==> src/rtl/usf_pkg.sv <==
package usf_pkg;

    localparam int PRE_LEN  = 8;
    localparam int ETH_LEN  = 14;
    localparam int IP_LEN   = 20;
    localparam int UDP_LEN  = 8;
    localparam int FCS_LEN  = 4;
    localparam int MIN_BODY = 60;
    localparam int FULL_HDR = ETH_LEN + IP_LEN + UDP_LEN;

    localparam logic [7:0]  PRE_BYTE   = 8'h55;
    localparam logic [7:0]  SFD_BYTE   = 8'hD5;
    localparam logic [31:0] CRC_POLY_R = 32'hEDB8_8320;
    localparam logic [31:0] CRC_SEED   = 32'hFFFF_FFFF;

    typedef enum logic [2:0] {
        PH_IDLE,
        PH_PRE,
        PH_HDR,
        PH_PAY,
        PH_PAD,
        PH_FCS,
        PH_GAP
    } phase_e;

    typedef struct packed {
        logic [7:0] data;
        logic       en;
        logic       er;
    } beat_t;

    // One byte of reflected CRC-32, LSB of the byte first.
    function automatic logic [31:0] crc_next(logic [31:0] c, logic [7:0] b);
        logic [31:0] r;
        r = c ^ {24'h0, b};
        for (int k = 0; k < 8; k++) begin
            r = r[0] ? ((r >> 1) ^ CRC_POLY_R) : (r >> 1);
        end
        return r;
    endfunction

    // IPv4 header checksum for the fixed header layout.
    function automatic logic [15:0] ip_hdr_csum(logic [15:0] tot, logic [7:0] ttl,
                                                logic [31:0] sip, logic [31:0] dip);
        logic [19:0] s;
        s = 20'h04500 + {4'h0, tot} + 20'h04000 + {4'h0, ttl, 8'h11}
          + {4'h0, sip[31:16]} + {4'h0, sip[15:0]}
          + {4'h0, dip[31:16]} + {4'h0, dip[15:0]};
        s = {4'h0, s[15:0]} + {16'h0, s[19:16]};
        s = {4'h0, s[15:0]} + {16'h0, s[19:16]};
        return ~s[15:0];
    endfunction

    function automatic int pad_for(int body);
        return (body >= MIN_BODY) ? 0 : (MIN_BODY - body);
    endfunction

    function automatic int max2(int a, int b);
        return (a > b) ? a : b;
    endfunction

endpackage

==> src/rtl/usf_hdr_rom.sv <==
module usf_hdr_rom
    import usf_pkg::*;
#(
    parameter int          PAY_LEN   = 32,
    parameter logic [47:0] DST_MAC   = 48'h02_11_22_33_44_55,
    parameter logic [47:0] SRC_MAC   = 48'h02_AA_BB_CC_DD_EE,
    parameter logic [31:0] SRC_IP    = 32'hC0A8_0A01,
    parameter logic [31:0] DST_IP    = 32'hC0A8_0A02,
    parameter logic [15:0] SRC_PORT  = 16'd5000,
    parameter logic [15:0] DST_PORT  = 16'd6000,
    parameter logic [15:0] RAW_TYPE  = 16'h88B5,
    parameter logic [7:0]  IP_TTL    = 8'd64
) (
    input  logic [5:0] idx,
    input  logic       raw,
    output logic [7:0] hdr_byte
);

    localparam logic [15:0] TOT_LEN  = 16'(IP_LEN + UDP_LEN + PAY_LEN);
    localparam logic [15:0] DGRAM_LEN = 16'(UDP_LEN + PAY_LEN);
    localparam logic [15:0] IP_CSUM  = ip_hdr_csum(TOT_LEN, IP_TTL, SRC_IP, DST_IP);

    localparam logic [8*FULL_HDR-1:0] IMAGE = {
        DST_MAC, SRC_MAC, 16'h0800,
        8'h45, 8'h00, TOT_LEN, 16'h0000, 16'h4000, IP_TTL, 8'h11, IP_CSUM,
        SRC_IP, DST_IP,
        SRC_PORT, DST_PORT, DGRAM_LEN, 16'h0000
    };

    logic [7:0] tbl [FULL_HDR];

    for (genvar g = 0; g < FULL_HDR; g++) begin : g_tbl
        assign tbl[g] = IMAGE[8*(FULL_HDR-1-g) +: 8];
    end

    always_comb begin
        hdr_byte = 8'h00;
        if (raw && idx == 6'd12) begin
            hdr_byte = RAW_TYPE[15:8];
        end else if (raw && idx == 6'd13) begin
            hdr_byte = RAW_TYPE[7:0];
        end else if (int'(idx) < FULL_HDR) begin
            hdr_byte = tbl[idx];
        end
    end

endmodule

==> src/rtl/usf_crc.sv <==
module usf_crc
    import usf_pkg::*;
(
    input  logic        clk,
    input  logic        rst,
    input  logic        init,
    input  logic        step,
    input  logic [7:0]  din,
    output logic [31:0] crc_q
);

    always_ff @(posedge clk) begin
        if (rst || init) begin
            crc_q <= CRC_SEED;
        end else if (step) begin
            crc_q <= crc_next(crc_q, din);
        end
    end

endmodule

==> src/rtl/usf_seq.sv <==
module usf_seq
    import usf_pkg::*;
#(
    parameter int PAY_LEN = 32,
    parameter int GAP_LEN = 12,
    parameter int CNT_W   = 6
) (
    input  logic             clk,
    input  logic             rst,
    input  logic             frame_avail,
    input  logic             cfg_raw,
    input  logic             s_valid,
    output phase_e           ph,
    output logic [CNT_W-1:0] cnt,
    output logic             raw_q,
    output logic             s_ready
);

    localparam int PAD_UDP = pad_for(FULL_HDR + PAY_LEN);
    localparam int PAD_RAW = pad_for(ETH_LEN + PAY_LEN);

    logic [CNT_W-1:0] hdr_last;
    logic [CNT_W-1:0] pad_last;
    logic             pad_none;

    always_comb begin
        if (raw_q) begin
            hdr_last = CNT_W'(ETH_LEN - 1);
            pad_none = (PAD_RAW == 0);
            pad_last = (PAD_RAW == 0) ? '0 : CNT_W'(PAD_RAW - 1);
        end else begin
            hdr_last = CNT_W'(FULL_HDR - 1);
            pad_none = (PAD_UDP == 0);
            pad_last = (PAD_UDP == 0) ? '0 : CNT_W'(PAD_UDP - 1);
        end
    end

    assign s_ready = (ph == PH_PAY);

    always_ff @(posedge clk) begin
        if (rst) begin
            ph    <= PH_IDLE;
            cnt   <= '0;
            raw_q <= 1'b0;
        end else begin
            case (ph)
                PH_IDLE: begin
                    if (frame_avail) begin
                        ph    <= PH_PRE;
                        cnt   <= '0;
                        raw_q <= cfg_raw;
                    end
                end
                PH_PRE: begin
                    if (cnt == CNT_W'(PRE_LEN - 1)) begin
                        ph  <= PH_HDR;
                        cnt <= '0;
                    end else begin
                        cnt <= cnt + 1'b1;
                    end
                end
                PH_HDR: begin
                    if (cnt == hdr_last) begin
                        ph  <= PH_PAY;
                        cnt <= '0;
                    end else begin
                        cnt <= cnt + 1'b1;
                    end
                end
                PH_PAY: begin
                    if (!s_valid) begin
                        ph  <= PH_GAP;
                        cnt <= '0;
                    end else if (cnt == CNT_W'(PAY_LEN - 1)) begin
                        ph  <= pad_none ? PH_FCS : PH_PAD;
                        cnt <= '0;
                    end else begin
                        cnt <= cnt + 1'b1;
                    end
                end
                PH_PAD: begin
                    if (cnt == pad_last) begin
                        ph  <= PH_FCS;
                        cnt <= '0;
                    end else begin
                        cnt <= cnt + 1'b1;
                    end
                end
                PH_FCS: begin
                    if (cnt == CNT_W'(FCS_LEN - 1)) begin
                        ph  <= PH_GAP;
                        cnt <= '0;
                    end else begin
                        cnt <= cnt + 1'b1;
                    end
                end
                PH_GAP: begin
                    if (cnt == CNT_W'(GAP_LEN - 1)) begin
                        cnt <= '0;
                        if (frame_avail) begin
                            ph    <= PH_PRE;
                            raw_q <= cfg_raw;
                        end else begin
                            ph <= PH_IDLE;
                        end
                    end else begin
                        cnt <= cnt + 1'b1;
                    end
                end
                default: begin
                    ph  <= PH_IDLE;
                    cnt <= '0;
                end
            endcase
        end
    end

endmodule

==> src/rtl/udp_frame_streamer.sv <==
module udp_frame_streamer
    import usf_pkg::*;
#(
    parameter int          PAY_LEN   = 32,
    parameter int          GAP_LEN   = 12,
    parameter logic [47:0] DST_MAC   = 48'h02_11_22_33_44_55,
    parameter logic [47:0] SRC_MAC   = 48'h02_AA_BB_CC_DD_EE,
    parameter logic [31:0] SRC_IP    = 32'hC0A8_0A01,
    parameter logic [31:0] DST_IP    = 32'hC0A8_0A02,
    parameter logic [15:0] SRC_PORT  = 16'd5000,
    parameter logic [15:0] DST_PORT  = 16'd6000,
    parameter logic [15:0] RAW_TYPE  = 16'h88B5,
    parameter logic [7:0]  IP_TTL    = 8'd64
) (
    input  logic       clk,
    input  logic       rst,
    input  logic       frame_avail,
    input  logic       cfg_raw,
    input  logic [7:0] s_data,
    input  logic       s_valid,
    output logic       s_ready,
    output logic [7:0] gmii_txd,
    output logic       gmii_tx_en,
    output logic       gmii_tx_er
);

    localparam int CNT_MAX = max2(max2(FULL_HDR, PAY_LEN), max2(GAP_LEN, MIN_BODY));
    localparam int CNT_W   = $clog2(CNT_MAX + 1);

    phase_e           ph;
    logic [CNT_W-1:0] cnt;
    logic             raw_q;
    logic [7:0]       hdr_byte;
    logic [31:0]      crc_q;
    logic             crc_step;
    beat_t            beat;
    beat_t            beat_q;

    usf_seq #(
        .PAY_LEN (PAY_LEN),
        .GAP_LEN (GAP_LEN),
        .CNT_W   (CNT_W)
    ) i_seq (
        .clk         (clk),
        .rst         (rst),
        .frame_avail (frame_avail),
        .cfg_raw     (cfg_raw),
        .s_valid     (s_valid),
        .ph          (ph),
        .cnt         (cnt),
        .raw_q       (raw_q),
        .s_ready     (s_ready)
    );

    usf_hdr_rom #(
        .PAY_LEN  (PAY_LEN),
        .DST_MAC  (DST_MAC),
        .SRC_MAC  (SRC_MAC),
        .SRC_IP   (SRC_IP),
        .DST_IP   (DST_IP),
        .SRC_PORT (SRC_PORT),
        .DST_PORT (DST_PORT),
        .RAW_TYPE (RAW_TYPE),
        .IP_TTL   (IP_TTL)
    ) i_hdr (
        .idx      (cnt[5:0]),
        .raw      (raw_q),
        .hdr_byte (hdr_byte)
    );

    usf_crc i_crc (
        .clk   (clk),
        .rst   (rst),
        .init  (ph == PH_PRE),
        .step  (crc_step),
        .din   (beat.data),
        .crc_q (crc_q)
    );

    always_comb begin
        beat     = '0;
        crc_step = 1'b0;
        case (ph)
            PH_PRE: begin
                beat.en   = 1'b1;
                beat.data = (cnt == CNT_W'(PRE_LEN - 1)) ? SFD_BYTE : PRE_BYTE;
            end
            PH_HDR: begin
                beat.en   = 1'b1;
                beat.data = hdr_byte;
                crc_step  = 1'b1;
            end
            PH_PAY: begin
                beat.en = 1'b1;
                if (s_valid) begin
                    beat.data = s_data;
                    crc_step  = 1'b1;
                end else begin
                    beat.er = 1'b1;
                end
            end
            PH_PAD: begin
                beat.en  = 1'b1;
                crc_step = 1'b1;
            end
            PH_FCS: begin
                beat.en   = 1'b1;
                beat.data = ~crc_q[8*cnt[1:0] +: 8];
            end
            default: begin
                beat = '0;
            end
        endcase
    end

    always_ff @(posedge clk) begin
        if (rst) begin
            beat_q <= '0;
        end else begin
            beat_q <= beat;
        end
    end

    assign gmii_txd   = beat_q.data;
    assign gmii_tx_en = beat_q.en;
    assign gmii_tx_er = beat_q.er;

endmodule

==> config.mk <==
export PLATFORM = sky130hd
export DESIGN_NAME = udp_frame_streamer
export DESIGN_NICKNAME = d
export VERILOG_FILES = /design/src/rtl/usf_pkg.sv /design/src/rtl/usf_hdr_rom.sv /design/src/rtl/usf_crc.sv /design/src/rtl/usf_seq.sv /design/src/rtl/udp_frame_streamer.sv
export SDC_FILE = /design/constraint.sdc
export NUM_CORES = 1
export LEC_CHECK = 0
export CAP_MARGIN = 10
export CORE_AREA = 3 3 64 111
export CTS_CLUSTER_SIZE = 10
export DETAILED_ROUTE_END_ITERATION = 6
export DIE_AREA = 0 0 67 114
export GPL_TIMING_DRIVEN = 0
export PLACE_DENSITY = 0.81
export RECOVER_POWER = 100
export SETUP_SLACK_MARGIN = 0.02
export SLEW_MARGIN = 10
export SYNTH_ARGS = -nofsm -noshare
export SYNTH_HDL_FRONTEND = slang
export SYNTH_SLANG_ARGS = --single-unit
==> constraint.sdc <==
create_clock -name clk -period 5.4 [get_ports clk]
set_clock_uncertainty 0.2 [all_clocks]
set_input_delay 1.08 -clock clk [delete_from_list [all_inputs] [get_ports clk]]
set_output_delay 1.08 -clock clk [all_outputs]
set_load 0.02 [all_outputs]
# After elaboration in Yosys (flattened, before gate mapping)
# Memory sizes are Yosys's and may differ from the RTL's.
# Cells that the tools add are included.
dict set report classes {
  n_reduce_logical 10
  n_eq_ne 21
  bitwise 12
  shift 1
  add_sub_neg 1
  mux 45
  magnitude_cmp 2
}
# cell count
set op_table {}
lappend op_table {{32-bit 2-to-1 mux} 8}
lappend op_table {{13-bit NOT with 14-bit output} 8}
lappend op_table {{8-bit 2-to-1 mux} 7}
lappend op_table {{6-bit 2-to-1 mux} 9}
lappend op_table {{6-bit one-hot mux with 7 select lines} 1}
lappend op_table {{8-bit one-hot mux with 4 select lines} 1}
lappend op_table {{32-bit by 6-bit variable part select with 8-bit output} 1}
lappend op_table {{32-bit by 8-bit XOR with 32-bit output} 1}
lappend op_table {{3-bit 2-to-1 mux} 8}
lappend op_table {{3-bit one-hot mux with 7 select lines} 1}
lappend op_table {{6-bit by 4-bit == test with 1-bit output (second input constant)} 3}
lappend op_table {{3-bit == test (second input constant)} 3}
lappend op_table {{2-bit by 1-bit != test with 1-bit output (second input constant)} 4}
lappend op_table {{8-bit NOT} 1}
lappend op_table {{7-bit >= comparator (second input constant)} 1}
lappend op_table {{1-bit 2-to-1 mux} 7}
lappend op_table {{6-bit NOT with 7-bit output} 1}
lappend op_table {{7-bit AND reduction} 1}
lappend op_table {{6-bit by 1-bit adder with 6-bit output (second input constant)} 1}
lappend op_table {{3-bit by 2-bit == test with 1-bit output (second input constant)} 2}
lappend op_table {{6-bit by 2-bit == test with 1-bit output (second input constant)} 1}
lappend op_table {{6-bit by 3-bit == test with 1-bit output (second input constant)} 1}
lappend op_table {{6-bit by 4-bit == test with 1-bit output} 1}
lappend op_table {{6-bit by 5-bit == test with 1-bit output (second input constant)} 1}
lappend op_table {{other kinds (15)} 19}
dict set report totals {
  romBits 512
  wordCells 100
  reg_bits 52
  memories 1
}
# memory words word_bits read_ports rd_clocked_by_memory_dff write_ports line
set memory_table {}
lappend memory_table {{(no name shown)} 64 8 1 0 0 usf_hdr_rom.sv:43} ;# hdr_byte = tbl[idx];

# Depth between registers and ports, before layout
dict set report logic_depth {
  depth_word 25
  ltp_mapped 14
}

# By module
# Synthesis repeated with hierarchy kept, for this count alone.
dict set report hier_totals {
  hier_cells 481
  area_unflattened_um2 4254.1
}
# module instances area_per_inst_um2 cells_each
set modules_own_cells {}
lappend modules_own_cells {usf_crc 1 1936.9 195}
lappend modules_own_cells {usf_seq 1 849.6 100}
lappend modules_own_cells {udp_frame_streamer 1 765.7 86}
lappend modules_own_cells {usf_hdr_rom 1 701.9 100}

# Least setup slack after synthesis
# OpenSTA, ideal clock, no wires.
dict set report synth_path {
  path_type {reg2reg}
  startpoint {register i_seq.cnt[0]}
  endpoint {register i_crc.crc_q[25]}
  required_ns 5.071
  stages_incl_launch_ff 14
  path_buffers 2
  arrival_time_ns 3.077
  synth_period_minus_slack_ns 3.406
  path_slack_ns 1.994
  setup_time_ns 0.129
  path_cell_list {dfxtp_1 buf_2 buf_2 inv_1 ha_1 a21oi_1 a31o_1 a211oi_1 o21ai_2 a211oi_4 xnor2_2 xor2_1 xor2_1 a21oi_1}
}
dict set report synth_via {
  elab_chain_len 21
}
# element line
set synth_rtl {}
lappend synth_rtl {{start, declared} usf_seq.sv:14} ;# output logic [CNT_W-1:0] cnt,
lappend synth_rtl {{start signal, assigned} usf_seq.sv:59} ;# cnt <= cnt + 1'b1;
lappend synth_rtl {{start signal, assigned} usf_seq.sv:67} ;# cnt <= cnt + 1'b1;
lappend synth_rtl {{start signal, assigned} usf_seq.sv:78} ;# cnt <= cnt + 1'b1;
lappend synth_rtl {{6-bit NOT with 7-bit output (implied by the code)} usf_hdr_rom.sv:43}
lappend synth_rtl {{memory read 64 x 8 bit} -}
lappend synth_rtl {{8-bit 2-to-1 mux (implied by the code) (2 in series)} usf_hdr_rom.sv:43}
lappend synth_rtl {{8-bit 2-to-1 mux} usf_hdr_rom.sv:42} ;# end else if (int'(idx) < FULL_HDR) begin
lappend synth_rtl {{8-bit 2-to-1 mux} usf_hdr_rom.sv:40} ;# end else if (raw && idx == 6'd13) begin
lappend synth_rtl {{8-bit 2-to-1 mux} usf_hdr_rom.sv:38} ;# if (raw && idx == 6'd12) begin
lappend synth_rtl {{8-bit one-hot mux with 4 select lines *} udp_frame_streamer.sv:83} ;# case (ph)
lappend synth_rtl {{32-bit by 8-bit XOR with 32-bit output *} usf_pkg.sv:35} ;# r = c ^ {24'h0, b};
lappend synth_rtl {{32-bit 2-to-1 mux * (2 in series)} usf_pkg.sv:37} ;# r = r[0] ? ((r >> 1) ^ CRC_POLY_R) : (r >> 1);
lappend synth_rtl {{13-bit NOT with 14-bit output (no line)} -}
lappend synth_rtl {{32-bit 2-to-1 mux *} usf_pkg.sv:37}
lappend synth_rtl {{13-bit NOT with 14-bit output (no line)} -}
lappend synth_rtl {{32-bit 2-to-1 mux * (2 in series)} usf_pkg.sv:37}
lappend synth_rtl {{13-bit NOT with 14-bit output (no line)} -}
lappend synth_rtl {{32-bit 2-to-1 mux *} usf_pkg.sv:37}
lappend synth_rtl {{13-bit NOT with 14-bit output (no line)} -}
lappend synth_rtl {{32-bit 2-to-1 mux * (2 in series)} usf_pkg.sv:37}
lappend synth_rtl {{end signal, assigned} usf_crc.sv:16} ;# crc_q <= crc_next(crc_q, din);
lappend synth_rtl {{end, declared} usf_crc.sv:9} ;# output logic [31:0] crc_q
# Mark *: on every way between the ends. The rest lies on a longest branch, timed or not. The select of a mux whose other input is x is not followed.
# A chain may end at the register's enable or synchronous reset.

# Worst setup path in the final report
# Ends and elaborated chain as after synthesis.

==> results.json <==
{
  "status": "completed",
  "synth_edf_count": 0,
  "instances_no_fill": 575,
  "clk_latency_ns": 0.32,
  "grt_pass1_wl_um": 19100,
  "placed_area_um2": 4360,
  "cellPowerDensity_nw_per_um2": 696,
  "slew_violations": 0,
  "drtAntennaViolNets": 0,
  "finalCriticalPeriod_ns": 4.84,
  "dp_hpwl_um": 8890,
  "hp-class": "flip-flop to flip-flop",
  "gp_congestion": 0.981,
  "slowest_stage": "xnor2_1",
  "worst_pin_slew_ns": 1.04,
  "via_per_inst": 6.36,
  "hold_ws_ns": 0.316,
  "area_growth_pct": 8.13,
  "numCtsBuffers": 5,
  "rsz0062_at_grt": "false",
  "drc_errors": 0,
  "cpPeakStageDelay_ns": 0.85,
  "timing.fmax_ghz": 0.206,
  "vias": 3656,
  "worstPathMaxFanout": 10,
  "syn_inst": 464,
  "cts_root_buffer": "clkbuf_8",
  "place_ws_ns": 1.03,
  "power_mw": 3.04,
  "drv_cap": 0,
  "ys.flop_type": "dfxtp_1",
  "relSlewSlack_pct": 30.3,
  "cp.required_ns": 5.40,
  "layout_setup_ws_ns": 0.556,
  "cp_cell_sequence": "clkbuf_1, buf_2, inv_1, ha_1, a21oi_1, nand3_1, o211ai_2, a221oi_1, xnor2_1, xnor2_2, xnor2_2, xor2_1, a21oi_1",
  "fin_area_um2": 4360,
  "ir_drop_mv": 0.647,
  "diodes": 0,
  "setup_viol": 0,
  "synth.distinct_cells": 73,
  "synth_seq_cells": 52,
  "place_inst": 567,
  "initial_core_util_pct": 64.3,
  "ys_seq_area_share_pct": 25.8,
  "cp-end-kind": "flip-flop",
  "initialDrtViolationCount": 601,
  "core_um2": 6280,
  "overflow": 0,
  "cts_setup_buffers": 0,
  "yosys_warnings": 0,
  "clk_pin_slew_ns": 0.10,
  "min_period_over_period_pct": 89.7,
  "synth_area_um2": 4030,
  "cts_hold_buf": 0,
  "syn_nets": 486,
  "rows": 38,
  "hold_viol": 0,
  "fin_tns_setup_ns": 0,
  "async_reset_ff_share_pct": 0,
  "portBuffers": 23,
  "crit_type": "flip-flop to flip-flop",
  "avgRoutedWirePerCell_um": 20.8,
  "grt_max_degree": 17,
  "firstDrtPassIters": 6,
  "path_delay_family": "XOR/XNOR gates",
  "wirelength_um": 11900,
  "dieArea_um2": 7640,
  "arrival_ns": 4.85,
  "die_y_um": 114,
  "cts_tree": "yes",
  "first_global_vias": 3648,
  "critPathBufInv": 3,
  "synth_top_area_share_pct": 25.8,
  "synth.area.top_cells": "dfxtp_1, xnor2_1, xor2_1",
  "clock-sinks": 52,
  "drive_above_1_share_pct": 9.90,
  "avgSynthCellArea_um2": 8.69,
  "yosys.area.top_type": "dfxtp_1",
  "antenna_found_initial": 0,
  "die_x_um": 67,
  "grt_usage_pct": 33.8,
  "clk_path_buf_depth": 2,
  "cts.repair.resized": 0,
  "cellLeakagePower_nw": 1.63,
  "htree_levels": 2,
  "final_core_util_pct": 69.5,
  "io_pins": 24,
  "start_kind": "flip-flop",
  "nNetsFinal": 516
}
-- cell type report --
type	count	area (um2)
multi-input cells	366	2660
repair buffers	23	230
well taps	80	100
inverters	9	33.8
plain buffers	37	178
clock inverters	2	38.8
clock buffers	6	82.6
flip-flops and latches	52	1040
fillers	567	1910
-- registers in the layout, summed over array words and instances (netlist names) --
register,count
i_crc.crc_q,32
gmii_tx_en,1
i_seq.cnt,6
i_seq.raw_q,1
i_seq.ph,3
gmii_txd,8
gmii_tx_er,1
-- worst paths after layout --
check	startpoint	to	slack [ns]	cells past startpoint
worst max-delay path	i_seq.cnt[0]	i_crc.crc_q[25]	0.56	13
worst min register to register	i_crc.crc_q[16]	i_crc.crc_q[16]	0.32	2
worst max register to register	i_seq.cnt[0]	i_crc.crc_q[25]	0.56	13
worst min-delay path	i_crc.crc_q[16]	i_crc.crc_q[16]	0.32	2
-- cell usage in the layout (no fill, tap or decap), types with 4 or more instances in the layout --
| master | count |
|---|---|
| and3_1 | 7 |
| nor3_1 | 8 |
| a21oi_1 | 39 |
| nand3b_1 | 5 |
| buf_2 | 10 |
| nand2b_1 | 13 |
| nor2b_1 | 10 |
| mux4_2 | 8 |
| xnor2_1 | 34 |
| nand4_1 | 4 |
| o211ai_1 | 11 |
| nor2_1 | 47 |
| xor2_1 | 25 |
| inv_1 | 7 |
| ha_1 | 9 |
| dfxtp_1 | 52 |
| nand3_1 | 9 |
| o21ai_0 | 22 |
| xnor2_2 | 6 |
| o21ai_1 | 9 |
| clkdlybuf4s50_1 | 12 |
| clkbuf_1 | 22 |
| dlygate4sd3_1 | 11 |
| clkbuf_8 | 6 |
| mux2i_1 | 5 |
| nand2_1 | 31 |
| o221ai_1 | 4 |
-- metal layers --
layer / track usage (%) / vias up / part of all wire, %
met5: 0 / - / 0
met4: 23.3 / 0 / 6.6
met3: 4.14 / 57 / 4.5
met2: 58.7 / 162 / 53
met1: 36.6 / 1749 / 35
li1: - / 1688 / -
-- synthesized netlist by cell type, drive strengths merged, types with 4 or more instances --
cell type and n:
a21oi 39, a31oi 4, and3 7, buf 21
clkbuf 16, dfxtp 52, ha 9, inv 9
mux2i 5, mux4 8, nand2 31, nand2b 13
nand3 9, nand3b 5, nand4 4, nor2 47
nor2b 10, nor3 8, o211ai 12, o21ai 32
o221ai 4, xnor2 42, xor2 26
-- cell families (layout without fill, tap and decap cells) --
group / count (synthesis) / after routing / synth area share, %
compound gates: 126 / 126 / 22.6
fa+ha+maj: 9 / 9 / 2.79
buf+inv: 46 / 77 / 5.71
xor+xnor: 69 / 69 / 18.9
flops: 52 / 52 / 25.8
simple gates: 149 / 149 / 18.4
mux: 13 / 13 / 5.71
-- worst min-delay path: stages, from the launching register on --
cell and delay (ns):
dfxtp_1 0.34, nand2_1 0.06, o211ai_1 0.07
-- power breakdown --
group / switching (mW) / leakage [nW] / internal [mW]
clock network: 0.141 / 0.0614 / 0.152
registers: 0.117 / 0.424 / 0.503
logic: 1.21 / 1.15 / 0.916
total: 1.47 / 1.63 / 1.57
Power figures use the tool's default switching activity.
